<file path="src/rtl/wop_pkg.sv">
`timescale 1ns/1ps
// Shared types for the wide-operand coprocessor: command codes and
// controller states. Assumes a two-bit opcode field on the command port.
package wop_pkg;
    typedef enum logic [1:0] {
        OP_LOAD_X = 2'b00,
        OP_LOAD_Y = 2'b01,
        OP_ADD    = 2'b10,
        OP_SUB    = 2'b11
    } wop_op_e;

    typedef enum logic [1:0] {
        ST_IDLE  = 2'b00,
        ST_FETCH = 2'b01,
        ST_STORE = 2'b10
    } wop_state_e;
endpackage

</file>
<file path="src/rtl/wop_operand_store.sv">
`timescale 1ns/1ps
// Two operand registers, each held as BEATS slices of BUS_W bits.
// Writes go to one slice of one operand per cycle. Both operands are
// read back at the same slice index. Assumes BEATS is a power of two.
module wop_operand_store #(
    parameter int BUS_W = 64,
    parameter int BEATS = 16,
    parameter int IDX_W = $clog2(BEATS)
) (
    input  logic             clk,
    input  logic             rst_n,
    input  logic             wr_en,
    input  logic             wr_sel_y,
    input  logic [IDX_W-1:0] idx,
    input  logic [BUS_W-1:0] wr_data,
    output logic [BUS_W-1:0] x_slice,
    output logic [BUS_W-1:0] y_slice
);
    logic [BUS_W-1:0] x_mem [BEATS];
    logic [BUS_W-1:0] y_mem [BEATS];

    for (genvar g = 0; g < BEATS; g++) begin : g_slice
        // Capture one fetched bus word into the addressed slice
        always_ff @(posedge clk) begin
            if (!rst_n) begin
                x_mem[g] <= '0;
                y_mem[g] <= '0;
            end else if (wr_en && idx == IDX_W'(g)) begin
                if (wr_sel_y) y_mem[g] <= wr_data;
                else          x_mem[g] <= wr_data;
            end
        end
    end

    // Present the current slice of both operands to the arithmetic
    always_comb begin
        x_slice = x_mem[idx];
        y_slice = y_mem[idx];
    end
endmodule

</file>
<file path="src/rtl/wop_slice_alu.sv">
`timescale 1ns/1ps
// One BUS_W-bit slice of a ripple add/subtract. Subtraction inverts the
// second operand; the caller seeds the chain with carry-in 1 for subtract.
module wop_slice_alu #(
    parameter int BUS_W = 64
) (
    input  logic             do_sub,
    input  logic             cin,
    input  logic [BUS_W-1:0] a,
    input  logic [BUS_W-1:0] b,
    output logic [BUS_W-1:0] sum,
    output logic             cout
);
    // Form slice sum and carry out
    always_comb begin
        {cout, sum} = {1'b0, a} + {1'b0, (do_sub ? ~b : b)} + {{BUS_W{1'b0}}, cin};
    end
endmodule

</file>
<file path="src/rtl/wop_ctrl.sv">
`timescale 1ns/1ps
// Command sequencer: accepts a command when idle, then steps through
// BEATS bus beats, advancing only when waitrequest is low. It holds the
// slice carry between write beats and records the final flag.
module wop_ctrl
    import wop_pkg::*;
#(
    parameter int ADDR_W = 32,
    parameter int BUS_W  = 64,
    parameter int BEATS  = 16,
    parameter int IDX_W  = $clog2(BEATS)
) (
    input  logic              clk,
    input  logic              rst_n,
    input  logic              cmd_valid,
    input  logic [1:0]        cmd_op,
    input  logic [ADDR_W-1:0] cmd_addr,
    output logic              cmd_ready,
    output logic              cmd_done,
    output logic              carry_flag,
    input  logic              waitrequest,
    output logic              mem_read,
    output logic              mem_write,
    output logic [ADDR_W-1:0] mem_address,
    output logic [IDX_W-1:0]  beat,
    output logic              load_en,
    output logic              sel_y,
    output logic              do_sub,
    output logic              carry_q,
    input  logic              alu_cout
);
    localparam logic [ADDR_W-1:0] STEP  = ADDR_W'(BUS_W / 8);
    localparam logic [IDX_W-1:0]  LAST  = IDX_W'(BEATS - 1);

    wop_state_e        state;
    logic [ADDR_W-1:0] addr_q;
    logic              done_q;
    logic              flag_q;
    logic              last_beat;

    // Decode port-level outputs from the current state
    always_comb begin
        cmd_ready   = (state == ST_IDLE);
        mem_read    = (state == ST_FETCH);
        mem_write   = (state == ST_STORE);
        mem_address = addr_q;
        load_en     = mem_read && !waitrequest;
        last_beat   = (beat == LAST);
        cmd_done    = done_q;
        carry_flag  = flag_q;
    end

    // Sequence commands and beats
    always_ff @(posedge clk) begin
        if (!rst_n) begin
            state   <= ST_IDLE;
            addr_q  <= '0;
            beat    <= '0;
            sel_y   <= 1'b0;
            do_sub  <= 1'b0;
            carry_q <= 1'b0;
            flag_q  <= 1'b0;
            done_q  <= 1'b0;
        end else begin
            done_q <= 1'b0;
            case (state)
                ST_IDLE: begin
                    if (cmd_valid) begin
                        addr_q <= cmd_addr;
                        beat   <= '0;
                        case (wop_op_e'(cmd_op))
                            OP_LOAD_X: begin state <= ST_FETCH; sel_y <= 1'b0; end
                            OP_LOAD_Y: begin state <= ST_FETCH; sel_y <= 1'b1; end
                            OP_ADD: begin
                                state   <= ST_STORE;
                                do_sub  <= 1'b0;
                                carry_q <= 1'b0;
                            end
                            default: begin
                                state   <= ST_STORE;
                                do_sub  <= 1'b1;
                                carry_q <= 1'b1;
                            end
                        endcase
                    end
                end
                ST_FETCH: begin
                    if (!waitrequest) begin
                        addr_q <= addr_q + STEP;
                        beat   <= beat + 1'b1;
                        if (last_beat) begin
                            state  <= ST_IDLE;
                            done_q <= 1'b1;
                        end
                    end
                end
                ST_STORE: begin
                    if (!waitrequest) begin
                        addr_q  <= addr_q + STEP;
                        beat    <= beat + 1'b1;
                        carry_q <= alu_cout;
                        if (last_beat) begin
                            state  <= ST_IDLE;
                            done_q <= 1'b1;
                            flag_q <= do_sub ? ~alu_cout : alu_cout;
                        end
                    end
                end
                default: state <= ST_IDLE;
            endcase
        end
    end
endmodule

</file>
<file path="src/rtl/wop_accel.sv">
`timescale 1ns/1ps
// Top of the wide-operand coprocessor. Commands arrive on a narrow port;
// operands are fetched and results stored over a memory-mapped master
// with waitrequest. Assumes read data is valid in the cycle a read is
// accepted, and that OP_W is a power-of-two multiple of BUS_W.
module wop_accel #(
    parameter int OP_W   = 1024,
    parameter int BUS_W  = 64,
    parameter int ADDR_W = 32
) (
    input  logic              clk,
    input  logic              rst_n,
    input  logic              cmd_valid,
    output logic              cmd_ready,
    input  logic [1:0]        cmd_op,
    input  logic [ADDR_W-1:0] cmd_addr,
    output logic              cmd_done,
    output logic              carry_flag,
    output logic [ADDR_W-1:0] mem_address,
    output logic              mem_read,
    output logic              mem_write,
    output logic [BUS_W-1:0]  mem_writedata,
    input  logic [BUS_W-1:0]  mem_readdata,
    input  logic              mem_waitrequest
);
    localparam int BEATS = OP_W / BUS_W;
    localparam int IDX_W = $clog2(BEATS);

    logic [IDX_W-1:0] beat;
    logic             load_en, sel_y, do_sub, carry_q, alu_cout;
    logic [BUS_W-1:0] x_slice, y_slice;

    wop_ctrl #(.ADDR_W(ADDR_W), .BUS_W(BUS_W), .BEATS(BEATS), .IDX_W(IDX_W)) u_ctrl (
        .clk(clk), .rst_n(rst_n),
        .cmd_valid(cmd_valid), .cmd_op(cmd_op), .cmd_addr(cmd_addr),
        .cmd_ready(cmd_ready), .cmd_done(cmd_done), .carry_flag(carry_flag),
        .waitrequest(mem_waitrequest), .mem_read(mem_read), .mem_write(mem_write),
        .mem_address(mem_address), .beat(beat), .load_en(load_en), .sel_y(sel_y),
        .do_sub(do_sub), .carry_q(carry_q), .alu_cout(alu_cout)
    );

    wop_operand_store #(.BUS_W(BUS_W), .BEATS(BEATS), .IDX_W(IDX_W)) u_store (
        .clk(clk), .rst_n(rst_n), .wr_en(load_en), .wr_sel_y(sel_y),
        .idx(beat), .wr_data(mem_readdata), .x_slice(x_slice), .y_slice(y_slice)
    );

    wop_slice_alu #(.BUS_W(BUS_W)) u_alu (
        .do_sub(do_sub), .cin(carry_q), .a(x_slice), .b(y_slice),
        .sum(mem_writedata), .cout(alu_cout)
    );
endmodule

</file>
<file path="config.mk">
export PLATFORM = sky130hd
export DESIGN_NAME = wop_accel
export DESIGN_NICKNAME = d
export VERILOG_FILES = /design/src/rtl/wop_pkg.sv /design/src/rtl/wop_operand_store.sv /design/src/rtl/wop_slice_alu.sv /design/src/rtl/wop_ctrl.sv /design/src/rtl/wop_accel.sv
export SDC_FILE = /design/constraint.sdc
export NUM_CORES = 2
export LEC_CHECK = 0
export BUFFER_PORTS_ARGS = -buffer_cell sky130_fd_sc_hd__buf_2
export CAP_MARGIN = 20
export CORE_ASPECT_RATIO = 1.4
export CORE_MARGIN = 3
export CORE_UTILIZATION = 40
export DETAILED_ROUTE_END_ITERATION = 6
export GPL_TIMING_DRIVEN = 0
export PLACE_DENSITY = 0.6
export SYNTH_ARGS = -nofsm -noshare
export SYNTH_HDL_FRONTEND = slang
export SYNTH_SLANG_ARGS = --single-unit
export TNS_END_PERCENT = 30
</file>
<file path="constraint.sdc">
create_clock -name clk -period 18.7 [get_ports clk]
set_clock_uncertainty 0.1 [all_clocks]
set_input_delay 2.805 -clock clk [delete_from_list [all_inputs] [get_ports clk]]
set_output_delay 2.805 -clock clk [all_outputs]
set_load 0.05 [all_outputs]
</file>
==> run_summary.xml <==
<?xml version="1.0" encoding="UTF-8"?>
<metrics>
  <group name="run_status">
    <metric name="outcome" unit="">finished, final reports clean</metric>
  </group>
  <group name="placement">
    <metric name="finalWeightedCongestion" unit="">0.9574</metric>
    <metric name="placement.setup.worst_slack" unit="ns">7.385</metric>
    <metric name="hpwlAfterDp" unit="mm">277.2</metric>
    <metric name="numPlacedInstances" unit="">10120</metric>
    <metric name="port_buffers" unit="">202</metric>
    <metric name="post_dp_cell_area" unit="um^2">108300</metric>
  </group>
  <group name="yosys">
    <metric name="synth-seq-cells" unit="">2095</metric>
    <metric name="post_synth_edffs" unit="">2048</metric>
    <metric name="async_flop_share" unit="">0</metric>
    <metric name="syn_area" unit="um^2">98530</metric>
    <metric name="synthesis.yosys.warnings" unit="">0</metric>
    <metric name="top_ff_cell_synth" unit="">sky130_fd_sc_hd__edfxtp_1</metric>
    <metric name="syn_area_per_cell" unit="um^2">15.27</metric>
    <metric name="synth_cells" unit="">6452</metric>
    <metric name="yosysSeqAreaShare" unit="">0.6337</metric>
    <metric name="synth.net_count" unit="">6628</metric>
    <metric name="yosysUniqueCellTypes" unit="">77</metric>
  </group>
  <group name="layout">
    <metric name="filler_cell_count" unit="">21050</metric>
    <metric name="fin_area" unit="um^2">114600</metric>
    <metric name="final_layout_size_suffix_gt1_frac" unit="">0.1986</metric>
    <metric name="num-nets-final" unit="">7254</metric>
    <metric name="final-instance-count-excl-fill" unit="">10500</metric>
    <metric name="area.sequential" unit="um^2">62440</metric>
    <metric name="area.growth.synth_to_final" unit="%">16.29</metric>
    <metric name="combined_area_of_the_multi_input_logic_cells" unit="um^2">34100</metric>
  </group>
  <group name="power_and_ir_drop">
    <metric name="switching_power_share_of_the_total" unit="">0.2692</metric>
    <metric name="powerDensity" unit="nW/um^2">94.21</metric>
    <metric name="internal_power" unit="W">0.007888</metric>
    <metric name="p_clk_frac" unit="">0.362</metric>
    <metric name="p_leak" unit="nW">40.80</metric>
    <metric name="power_frac_seq" unit="">0.497</metric>
    <metric name="p_comb_frac" unit="">0.141</metric>
    <metric name="max-vdd-ir-drop" unit="mV">0.06584</metric>
    <metric name="p_switching" unit="W">0.002906</metric>
  </group>
  <group name="setup_path">
    <metric name="critical_path_class" unit="">reg -&gt; out</metric>
    <metric name="critPathCaptureType" unit="">output port</metric>
    <metric name="critPathRequiredTime" unit="ns">15.79</metric>
    <metric name="worst_setup_path_start_kind" unit="">flop</metric>
    <metric name="critical_path.max_fanout" unit="">11</metric>
    <metric name="critPathArrivalTime" unit="ns">9.54</metric>
  </group>
  <group name="clocking">
    <metric name="post-cts-setup-buffer-count" unit="">0</metric>
    <metric name="cts_tree" unit="">yes</metric>
    <metric name="clock_pin_slew_reported_for_the_worst_setup_and_hold_paths_after_clock_tree_synthesis" unit="ns">0.07</metric>
    <metric name="worst_skew_pair_latency" unit="ns">0.86</metric>
    <metric name="resized_cells_post_cts" unit="">0</metric>
    <metric name="tritoncts_sinks" unit="">2095</metric>
    <metric name="clock_tree.root_cell" unit="">sky130_fd_sc_hd__clkbuf_16</metric>
    <metric name="hold_buffers" unit="">0</metric>
    <metric name="cts-buffers-inserted" unit="">200</metric>
    <metric name="cts.htree.levels" unit="">4</metric>
    <metric name="clock_path_buffers" unit="">4</metric>
  </group>
  <group name="route">
    <metric name="wire_per_inst" unit="um">35.21</metric>
    <metric name="drtAntennaViolNets" unit="">0</metric>
    <metric name="routed-via-count" unit="">61990</metric>
    <metric name="first_pass_iters" unit="">6</metric>
    <metric name="post_drt_via_cell_ratio" unit="">5.903</metric>
    <metric name="drt-initial-drc-count" unit="">8647</metric>
    <metric name="route.final.wire_length" unit="mm">369.7</metric>
    <metric name="drcViolationCount" unit="">0</metric>
  </group>
  <group name="hold_path">
    <metric name="hold_path_class" unit="">reg -&gt; reg</metric>
    <metric name="timing.hold.worst.start" unit="">u_ctrl.mem_address[1]</metric>
  </group>
  <group name="timing">
    <metric name="postLayoutSetupSlackWorst" unit="ns">6.254</metric>
    <metric name="final.period_utilization" unit="">0.6655</metric>
    <metric name="worst_slew_pin_slew" unit="ns">1.278</metric>
    <metric name="timing.final.hold_violations" unit="">0</metric>
    <metric name="timing.max_slew.rel_slack" unit="">0.1483</metric>
    <metric name="setup_repair_after_global_routing_missed_its_margin" unit="">no</metric>
    <metric name="min_period" unit="ns">12.45</metric>
    <metric name="final.setup.tns" unit="ns">0</metric>
    <metric name="maxSlewViolCount" unit="">0</metric>
    <metric name="final-setup-viol-count" unit="">0</metric>
    <metric name="maxClockFrequency" unit="MHz">80.35</metric>
  </group>
  <group name="grt">
    <metric name="pin_count_of_the_biggest_net_entering_global_routing" unit="">22</metric>
    <metric name="antenna_found_initial" unit="">37</metric>
    <metric name="overflow" unit="">0</metric>
    <metric name="grt_first_pass_wirelength" unit="mm">500.0</metric>
    <metric name="via_count_of_the_first_global_routing_pass" unit="">62110</metric>
    <metric name="grtUsageTotal" unit="">0.2887</metric>
  </group>
  <group name="floorplanning">
    <metric name="pin_count" unit="">203</metric>
    <metric name="fp-row-count" unit="">215</metric>
    <metric name="initial_core_util" unit="">0.4021</metric>
    <metric name="die_boundary_width" unit="um">425.5</metric>
    <metric name="fp.dieArea" unit="um^2">252400</metric>
    <metric name="die_h" unit="um">593.2</metric>
    <metric name="coreArea" unit="um^2">245100</metric>
  </group>
  <group name="flow_run">
    <metric name="count_of_maximum_capacitance_violations" unit="">0</metric>
  </group>
</metrics>
[per-stage QoR]
stage	util	hold WS [ns]	power (W)
2_1_floorplan	-	0.3462	0.006348
3_3_place_gp	0.4228	0.3704	0.006944
3_5_place_dp	0.4420	0.3784	0.006962
4_1_cts	0.4663	0.3874	0.01078
5_1_grt	0.4674	0.4259	0.01104
6_report	0.4675	0.3844	0.01079
[routing by layer]
metal	track usage	wire, um
met1	0.3291	123500
met4	0.1946	29790
met3	0.06219	34690
met5	0.001705	160
met2	0.4872	181500
[cell families after synthesis]
logic type,Yosys count,synth area share
AOI/OAI and AO/OA,430,0.02789
xor gates and xnor gates,115,0.01022
adders and majority gates,74,0.009549
buffers and inverters,644,0.02477
DFF,2095,0.6337
muxes,644,0.1436
and+or+nand+nor,2450,0.1502
[state kept, by name, summed over array words and instances, names as in the netlist, named ones only]
signal / cells
u_ctrl.beat: 4
u_ctrl.carry_flag: 1
u_ctrl.carry_q: 1
u_ctrl.cmd_done: 1
u_ctrl.do_sub: 1
u_ctrl.mem_address: 32
u_ctrl.sel_y: 1
u_ctrl.state: 2
u_store.x_mem: 1024
u_store.y_mem: 1024
[synthesized netlist by cell type, types with 6 or more instances]
cell type	n	area, um^2
sky130_fd_sc_hd__nor3_1	27	135.1
sky130_fd_sc_hd__o211ai_1	6	45.04
sky130_fd_sc_hd__nand3_1	37	185.2
sky130_fd_sc_hd__xor2_1	87	762.0
sky130_fd_sc_hd__nor2b_1	40	250.2
sky130_fd_sc_hd__mux4_2	616	13870
sky130_fd_sc_hd__ha_1	72	900.9
sky130_fd_sc_hd__a21o_1	28	210.2
sky130_fd_sc_hd__buf_2	19	95.09
sky130_fd_sc_hd__o21bai_1	10	75.07
sky130_fd_sc_hd__xnor2_1	28	245.2
sky130_fd_sc_hd__buf_1	47	176.4
sky130_fd_sc_hd__a22oi_1	7	52.55
sky130_fd_sc_hd__a31oi_1	7	43.79
sky130_fd_sc_hd__and3_1	18	112.6
sky130_fd_sc_hd__nand2b_1	12	75.07
sky130_fd_sc_hd__dfxtp_1	47	940.9
sky130_fd_sc_hd__a311oi_1	6	52.55
sky130_fd_sc_hd__a211oi_1	29	217.7
sky130_fd_sc_hd__inv_1	49	183.9
sky130_fd_sc_hd__a21oi_1	143	715.7
sky130_fd_sc_hd__nand4_1	14	87.58
sky130_fd_sc_hd__nand2_1	108	405.4
sky130_fd_sc_hd__a21boi_0	16	120.1
sky130_fd_sc_hd__clkbuf_1	528	1982
sky130_fd_sc_hd__o21ai_1	8	40.04
sky130_fd_sc_hd__o22ai_1	15	93.84
sky130_fd_sc_hd__mux2i_1	28	280.3
sky130_fd_sc_hd__edfxtp_1	2048	61500
sky130_fd_sc_hd__nor2_1	87	326.6
sky130_fd_sc_hd__o21ai_0	94	470.5
sky130_fd_sc_hd__and2_1	2077	12990
sky130_fd_sc_hd__o21a_1	16	120.1
[final cells by class]
type,count,area share
inverter,50,0.001638
clock buffer,261,0.04660
tap,3255,0.03555
timing repair buffer,424,0.04768
antenna,20,0.0004368
clock inverter,89,0.005471
sequential,2095,0.5450
buffer,594,0.02008
multi-input combinational,3713,0.2976
[worst max-delay path: stages (launching register included)]
cell and delay, ns:
sky130_fd_sc_hd__dfxtp_1 0.61, sky130_fd_sc_hd__clkbuf_1 0.30, sky130_fd_sc_hd__clkbuf_1 0.71, sky130_fd_sc_hd__buf_2 0.51, sky130_fd_sc_hd__buf_2 0.62, sky130_fd_sc_hd__buf_2 0.74
sky130_fd_sc_hd__mux2i_1 0.24, sky130_fd_sc_hd__a21oi_1 0.43, sky130_fd_sc_hd__xor2_1 0.33, sky130_fd_sc_hd__ha_1 0.36, sky130_fd_sc_hd__a21oi_2 0.77, sky130_fd_sc_hd__nand2_1 0.35
sky130_fd_sc_hd__a21o_1 0.53, sky130_fd_sc_hd__o2111ai_1 0.30, sky130_fd_sc_hd__o221a_2 0.37, sky130_fd_sc_hd__a211oi_2 0.13, sky130_fd_sc_hd__o211ai_2 0.34, sky130_fd_sc_hd__a21oi_1 0.15
sky130_fd_sc_hd__a2111oi_2 0.40, sky130_fd_sc_hd__buf_2 0.37
[worst paths after layout]
path / end / slack [ns] / cells past startpoint
max: mem_writedata[57] / 6.25 / 19
min: u_ctrl.mem_address[1] / 0.38 / 2
max reg2reg: u_ctrl.carry_flag / 10.75 / 18
min reg2reg: u_ctrl.mem_address[1] / 0.38 / 2
[cell usage in the layout, fill, tap and decap left out, types with 32 or more instances in the layout]
cell                        count
sky130_fd_sc_hd__nor2b_1       40
sky130_fd_sc_hd__clkbuf_16    204
sky130_fd_sc_hd__xor2_1        87
sky130_fd_sc_hd__nand2_1      108
sky130_fd_sc_hd__clkbuf_1     565
sky130_fd_sc_hd__clkinv_1      47
sky130_fd_sc_hd__nor2_1        57
sky130_fd_sc_hd__buf_8         80
sky130_fd_sc_hd__o21ai_4       32
sky130_fd_sc_hd__nand3_1       37
sky130_fd_sc_hd__buf_12        71
sky130_fd_sc_hd__a21oi_1      141
sky130_fd_sc_hd__dfxtp_1       47
sky130_fd_sc_hd__o21ai_0       62
sky130_fd_sc_hd__buf_2        241
sky130_fd_sc_hd__ha_1          72
sky130_fd_sc_hd__mux4_2       616
sky130_fd_sc_hd__buf_16        64
sky130_fd_sc_hd__inv_1         49
sky130_fd_sc_hd__edfxtp_1    2048
sky130_fd_sc_hd__and2_1      2077
[power by group through the flow]
| stage | clock [W] | sequential [W] | combinational [W] |
|---|---|---|---|
| after floorplan | 0 | 0.00550 | 0.000844 |
| after detailed placement | 0 | 0.00546 | 0.00150 |
| after global placement | 0 | 0.00554 | 0.00140 |
| after CTS | 0.00392 | 0.00536 | 0.00151 |
| final | 0.00391 | 0.00536 | 0.00153 |
| after global routing | 0.00409 | 0.00537 | 0.00158 |
Power figures use the tool's default switching activity.
